`src/rtl/dvp_pack_pkg.sv`:
```
// Shared widths and types for the camera byte-pair packer.
package dvp_pack_pkg;
    localparam int BYTE_W = 8;
    localparam int PIX_W  = 16;
    typedef logic [BYTE_W-1:0] cam_byte_t;
    typedef logic [PIX_W-1:0]  pix_t;
endpackage

```
`src/rtl/dvp_frame_sync.sv`:
```
// Frame sync tracker.
// Watches the vertical sync level. It marks the first rise after reset and
// pulses frame_start at each falling edge once a rise has been seen. It arms
// capture from that first pulse on.
// Assumes: vsync is already in the pclk domain; a level that is high when
// reset is released is not taken as a rise.
module dvp_frame_sync (
    input  logic pclk,
    input  logic rst_n,
    input  logic vsync,
    output logic armed,
    output logic frame_start
);
    logic vs_q;
    logic rise_seen;
    logic vs_fall;

    // Falling edge of sync, valid only after a rise has been seen.
    assign vs_fall = !vsync && vs_q && rise_seen;

    // Edge history, arming flag and the frame-start pulse.
    always_ff @(posedge pclk) begin
        if (!rst_n) begin
            vs_q        <= 1'b1;
            rise_seen   <= 1'b0;
            armed       <= 1'b0;
            frame_start <= 1'b0;
        end else begin
            vs_q        <= vsync;
            frame_start <= vs_fall;
            if (vsync && !vs_q) begin
                rise_seen <= 1'b1;
            end
            if (vs_fall) begin
                armed <= 1'b1;
            end
        end
    end
endmodule

```
`src/rtl/dvp_byte_pairer.sv`:
```
// Byte pairer.
// Keeps the first byte of each pair and presents a 16-bit pixel, high byte
// first, in the clock that the second byte arrives.
// Assumes: take is high only for bytes that belong to an open line; the
// phase restarts on every clock where take is low.
module dvp_byte_pairer
    import dvp_pack_pkg::*;
(
    input  logic      pclk,
    input  logic      rst_n,
    input  logic      take,
    input  cam_byte_t data,
    output logic      pix_valid,
    output pix_t      pix
);
    logic      phase;
    cam_byte_t hi_q;

    // Byte phase toggles per accepted byte; the high byte is held.
    always_ff @(posedge pclk) begin
        if (!rst_n) begin
            phase <= 1'b0;
            hi_q  <= '0;
        end else if (!take) begin
            phase <= 1'b0;
        end else begin
            if (!phase) begin
                hi_q <= data;
            end
            phase <= !phase;
        end
    end

    // Pixel is complete on the second byte of a pair.
    always_comb begin
        pix_valid = take && phase;
        pix       = {hi_q, data};
    end
endmodule

```
`src/rtl/dvp_pixel_gatherer.sv`:
```
// Pixel gatherer.
// Collects PIX_PER_WORD pixels into one word, the first at the bottom. It
// writes the word when the last slot fills. When the line closes with pixels
// still waiting, it flushes them with the empty slots zeroed.
// Assumes: PIX_PER_WORD is a power of two and at least 2.
module dvp_pixel_gatherer
    import dvp_pack_pkg::*;
#(
    parameter int PIX_PER_WORD = 2,
    localparam int WORD_W = PIX_PER_WORD * PIX_W,
    localparam int IDX_W  = $clog2(PIX_PER_WORD)
) (
    input  logic              pclk,
    input  logic              rst_n,
    input  logic              line_open,
    input  logic              pix_valid,
    input  pix_t              pix,
    output logic [WORD_W-1:0] word_data,
    output logic              word_we
);
    localparam logic [IDX_W-1:0] LAST_IDX = IDX_W'(PIX_PER_WORD - 1);

    logic [IDX_W-1:0]  idx;
    logic [WORD_W-1:0] next_word;
    logic              emit_full;
    logic              emit_flush;
    logic              emit;

    // Word closes on a full set of slots or on a line end with pixels waiting.
    always_comb begin
        emit_full  = pix_valid && (idx == LAST_IDX);
        emit_flush = !line_open && (idx != '0);
        emit       = emit_full || emit_flush;
    end

    // One storage slot per pixel position; the word view merges the pixel arriving now.
    for (genvar i = 0; i < PIX_PER_WORD; i++) begin : g_slot
        pix_t slot_q;
        logic hit;

        assign hit = pix_valid && (idx == IDX_W'(i));
        assign next_word[i*PIX_W +: PIX_W] = hit ? pix : slot_q;

        // Slot loads its pixel and is zeroed once its word leaves or the line ends.
        always_ff @(posedge pclk) begin
            if (!rst_n) begin
                slot_q <= '0;
            end else if (emit || !line_open) begin
                slot_q <= '0;
            end else if (hit) begin
                slot_q <= pix;
            end
        end
    end

    // Slot index advances per pixel and restarts with every word or line end.
    always_ff @(posedge pclk) begin
        if (!rst_n) begin
            idx <= '0;
        end else if (emit || !line_open) begin
            idx <= '0;
        end else if (pix_valid) begin
            idx <= idx + 1'b1;
        end
    end

    // Output word register and its one-clock strobe.
    always_ff @(posedge pclk) begin
        if (!rst_n) begin
            word_data <= '0;
            word_we   <= 1'b0;
        end else begin
            word_we <= emit;
            if (emit) begin
                word_data <= next_word;
            end
        end
    end
endmodule

```
`src/rtl/dvp_rgb565_packer.sv`:
```
// RGB565 camera byte-pair packer, top level.
// Rebuilds 16-bit pixels from byte pairs on a parallel camera port and packs
// them into WORD_W-bit words for a write FIFO. Emits a frame-start pulse at
// the end of each sync pulse.
// Assumes: all inputs are synchronous to pclk; WORD_W is 32 or 64.
module dvp_rgb565_packer
    import dvp_pack_pkg::*;
#(
    parameter int WORD_W = 32,
    localparam int PIX_PER_WORD = WORD_W / PIX_W
) (
    input  logic              pclk,
    input  logic              rst_n,
    input  logic [7:0]        cam_data,
    input  logic              cam_href,
    input  logic              cam_vsync,
    output logic [WORD_W-1:0] word_data,
    output logic              word_we,
    output logic              frame_start
);
    logic armed;
    logic line_open;
    logic pix_valid;
    pix_t pix;

    // A byte counts only on an armed, open line outside sync.
    assign line_open = armed && cam_href && !cam_vsync;

    dvp_frame_sync u_sync (
        .pclk        (pclk),
        .rst_n       (rst_n),
        .vsync       (cam_vsync),
        .armed       (armed),
        .frame_start (frame_start)
    );

    dvp_byte_pairer u_pair (
        .pclk      (pclk),
        .rst_n     (rst_n),
        .take      (line_open),
        .data      (cam_data),
        .pix_valid (pix_valid),
        .pix       (pix)
    );

    dvp_pixel_gatherer #(
        .PIX_PER_WORD (PIX_PER_WORD)
    ) u_gather (
        .pclk      (pclk),
        .rst_n     (rst_n),
        .line_open (line_open),
        .pix_valid (pix_valid),
        .pix       (pix),
        .word_data (word_data),
        .word_we   (word_we)
    );
endmodule

```
`config.mk`:
```
export PLATFORM = sky130hd
export DESIGN_NAME = dvp_rgb565_packer
export DESIGN_NICKNAME = d
export VERILOG_FILES = /design/src/rtl/dvp_pack_pkg.sv /design/src/rtl/dvp_frame_sync.sv /design/src/rtl/dvp_byte_pairer.sv /design/src/rtl/dvp_pixel_gatherer.sv /design/src/rtl/dvp_rgb565_packer.sv
export SDC_FILE = /design/constraint.sdc
export NUM_CORES = 1
export LEC_CHECK = 0
export ABC_AREA = 1
export BUFFER_PORTS_ARGS = -buffer_cell sky130_fd_sc_hd__buf_4
export CAP_MARGIN = 20
export CORE_MARGIN = 5
export CORE_UTILIZATION = 56
export CTS_CLUSTER_DIAMETER = 150
export CTS_CLUSTER_SIZE = 16
export DETAILED_ROUTE_END_ITERATION = 10
export GPL_TIMING_DRIVEN = 0
export PLACE_DENSITY_LB_ADDON = 0.12
export SLEW_MARGIN = 30
export SYNTH_ARGS = -nofsm -noshare
export SYNTH_HDL_FRONTEND = slang
export SYNTH_SLANG_ARGS = --single-unit
```
`constraint.sdc`:
```
create_clock -name pclk -period 1.74 [get_ports pclk]
set_clock_uncertainty 0.1 [all_clocks]
set_input_delay 0 -clock pclk [delete_from_list [all_inputs] [get_ports pclk]]
set_output_delay 0 -clock pclk [all_outputs]
set_load 0.01 [all_outputs]
```
==> results.tsv <==
metric	value	unit
netlist.area_leader.share	49.4	%
ant_nets	0	
post-route-period-util	91.3	%
n_antenna_cell	0	
pwr-share-seq	50.9	%
drtIter0Drc	227	
r2r_end	u_gather.word_data[29]$_SDFFE_PN0P_	
p_total	3.57	mW
cts_tree	done	
ys_warn_count	0	
die_area	7330	sq um
top_regs	u_gather.g_slot.slot_q (32), u_gather.word_data (32), u_pair.hi_q (8)	
rsz0062_at_grt	false	
synthArstFlopShare	0	%
dpl_cell_area	3620	sq um
setup_viol	0	
drive_above_1_share	16.3	%
synth_top_cells_by_count	132 x nand2_1, 83 x inv_1, 79 x dfxtp_1, 41 x a21oi_1, 38 x nor2_1	
tightest_slew	495	ps
tns	0	ps
ios	46	
synth.most_common_cell	nand2_1	
syn_avg_cell_area	7.10	sq um
p_int	2.84	mW
critPathRequiredTime	1880	ps
die_h	85.6	um
seq_area_frac_synth	49.4	%
synth_area_leader_cell	dfxtp_1	
start_util	57.8	%
combinationalPowerShare	2.8	%
critPathKind	flip-flop to flip-flop	
grt_overflow	0	
status	completed	
power_density	896	nW/um^2
grt_pass1_wl	13000	um
slew_headroom	67.0	%
synth_area	3200	sq um
area_growth	24.3	%
hold_path.class	input pin to flip-flop	
cts_sinks	79	
cp-start-kind	flip-flop	
cts.htree.levels	3	
synth_edf_count	0	
power_frac_clock	46.3	%
endpoint_kind	flip-flop	
fin_area	3980	sq um
synth_cell_type_count	18	
finalWirelength	7590	um
clkTransAtPathRegs	80	ps
synth_nets	463	
final_nets	528	
postSynthCellCount	451	
worstRegToRegCells	5	
maxCapViolations	0	
grt_pass1_vias	2709	
wl_per_cell	12.8	um
reg2reg_from	u_gather.idx$_SDFFE_PP0N_	
fin_hold_ws	27.8	ps
grt_start_max_net_pins	14	
gr-usage-all-layers	22.4	%
rows	27	
fin_ws	151	ps
dpl_worst_slack	146	ps
clk_latency	350	ps
cp_max_fo	10	
vias	2870	
p_sw_share	20.4	%
p_switching	0.727	mW
critPathArrivalTime	1730	ps
max_freq	0.629	GHz
irDropWorstVdd	654	uV
cts_root_buf	clkbuf_8	
cts_buffer_depth	2	
core-area	5540	sq um
post-route-util	71.9	%
whs_path_depth	5	
drv_slew	0	
die_x	85.6	um
drc	0	
min_period	1590	ps
dp_cells	567	
cts-buffers-inserted	9	
place.port_buffers	44	
yosys-top-cells-area	dfxtp_1 49%, nand2_1 15%, inv_1 9.7%, a21oi_1 6.4%, nand4_1 6.3%	
cts_setup_buffers	0	
r2r_slack	150	ps
ys_ff_latch	79	
ys.flop_type	dfxtp_1	
p_leak	1.88	nW
vias_per_cell	4.84	
min_from	cam_href	
place_congestion	0.922	
finalHoldViolCount	0	
hpwlAfterDp	5330	um
grt_antenna_before_repair	0	
final_cells	593	
holdPathEnd	u_gather.g_slot[0].slot_q[7]$_SDFF_PP0_	
first_pass_iters	4	
==> worst max-delay path by stage <==
stage	from	to	slack (ps)	depth (start not counted)
after floorplan	u_sync.armed$_SDFFE_PN0P_	u_gather.word_data[22]$_SDFFE_PN0P_	430	8
after global placement	u_sync.armed$_SDFFE_PN0P_	u_gather.word_data[12]$_SDFFE_PN0P_	170	8
after detailed placement	u_sync.armed$_SDFFE_PN0P_	u_gather.word_data[14]$_SDFFE_PN0P_	150	8
after CTS	u_sync.armed$_SDFFE_PN0P_	u_gather.word_data[14]$_SDFFE_PN0P_	130	8
after global routing	u_sync.armed$_SDFFE_PN0P_	u_gather.word_data[0]$_SDFFE_PN0P_	8	7
final	u_gather.idx$_SDFFE_PP0N_	u_gather.word_data[29]$_SDFFE_PN0P_	150	5
==> repair_timing <==
| action | in CTS | in global routing |
|---|---|---|
| gates resized for setup | 0 | 3 |
| setup endpoints to repair | 0 | 3 |
| hold endpoints to repair | 31 | 0 |
| hold buffers | 10 | 0 |
==> final cells by class <==
class                      count  area, sq um
sequential                    79         1580
clock buffer                  10          138
clock inverter                 6          108
inverter                      85          319
tap                           72         90.1
fill                         469         1560
buffer                        27          128
timing repair buffer          54          430
multi-input combinational    260         1190
==> power by group through the flow <==
stage                     logic (mW)  clock network (mW)  registers [mW]
after floorplan               0.0387                   0            1.86
after global placement        0.0800                   0            1.86
after detailed placement      0.0800                   0            1.86
after CTS                     0.0983                1.68            1.81
after global routing           0.110                1.76            1.82
final                         0.0993                1.65            1.81
==> cell usage in the layout, fill, tap and decap left out, drive strengths merged <==
| cell type | netlist | final |
|---|---|---|
| nand2 | 135 | 135 |
| inv | 84 | 84 |
| dfxtp | 79 | 79 |
| buf | 20 | 62 |
| a21oi | 41 | 41 |
| nor2 | 39 | 39 |
| nand4 | 32 | 32 |
| clkbuf | 7 | 19 |
| dlygate4sd3 | 0 | 10 |
| o21ai | 9 | 9 |
| nand3 | 4 | 4 |
| bufinv | 0 | 3 |
| clkinv | 1 | 3 |
| clkinvlp | 0 | 1 |
==> cell families after synthesis <==
group / after synthesis / synth area share [%]
compound gates: 50 / 7.81
buf+inv: 112 / 13.8
flops: 79 / 49.4
simple gates: 210 / 29.0
==> critical path, cell delays in order (launching register included) <==
cell	delay, ps
dfxtp_1	330
buf_2	250
clkbuf_1	410
nand4_1	170
nand2_1	130
a21oi_1	70
==> layer usage <==
metal / routed length [um] / up-vias / track usage, %
met4: 126 / 0 / 7.77
met3: 384 / 13 / 4.61
met2: 3530 / 69 / 36.4
li1: - / 1508 / -
met1: 3550 / 1280 / 29.6
met5: 0 / - / 0
No activity file was read; power rests on OpenSTA's default activity.
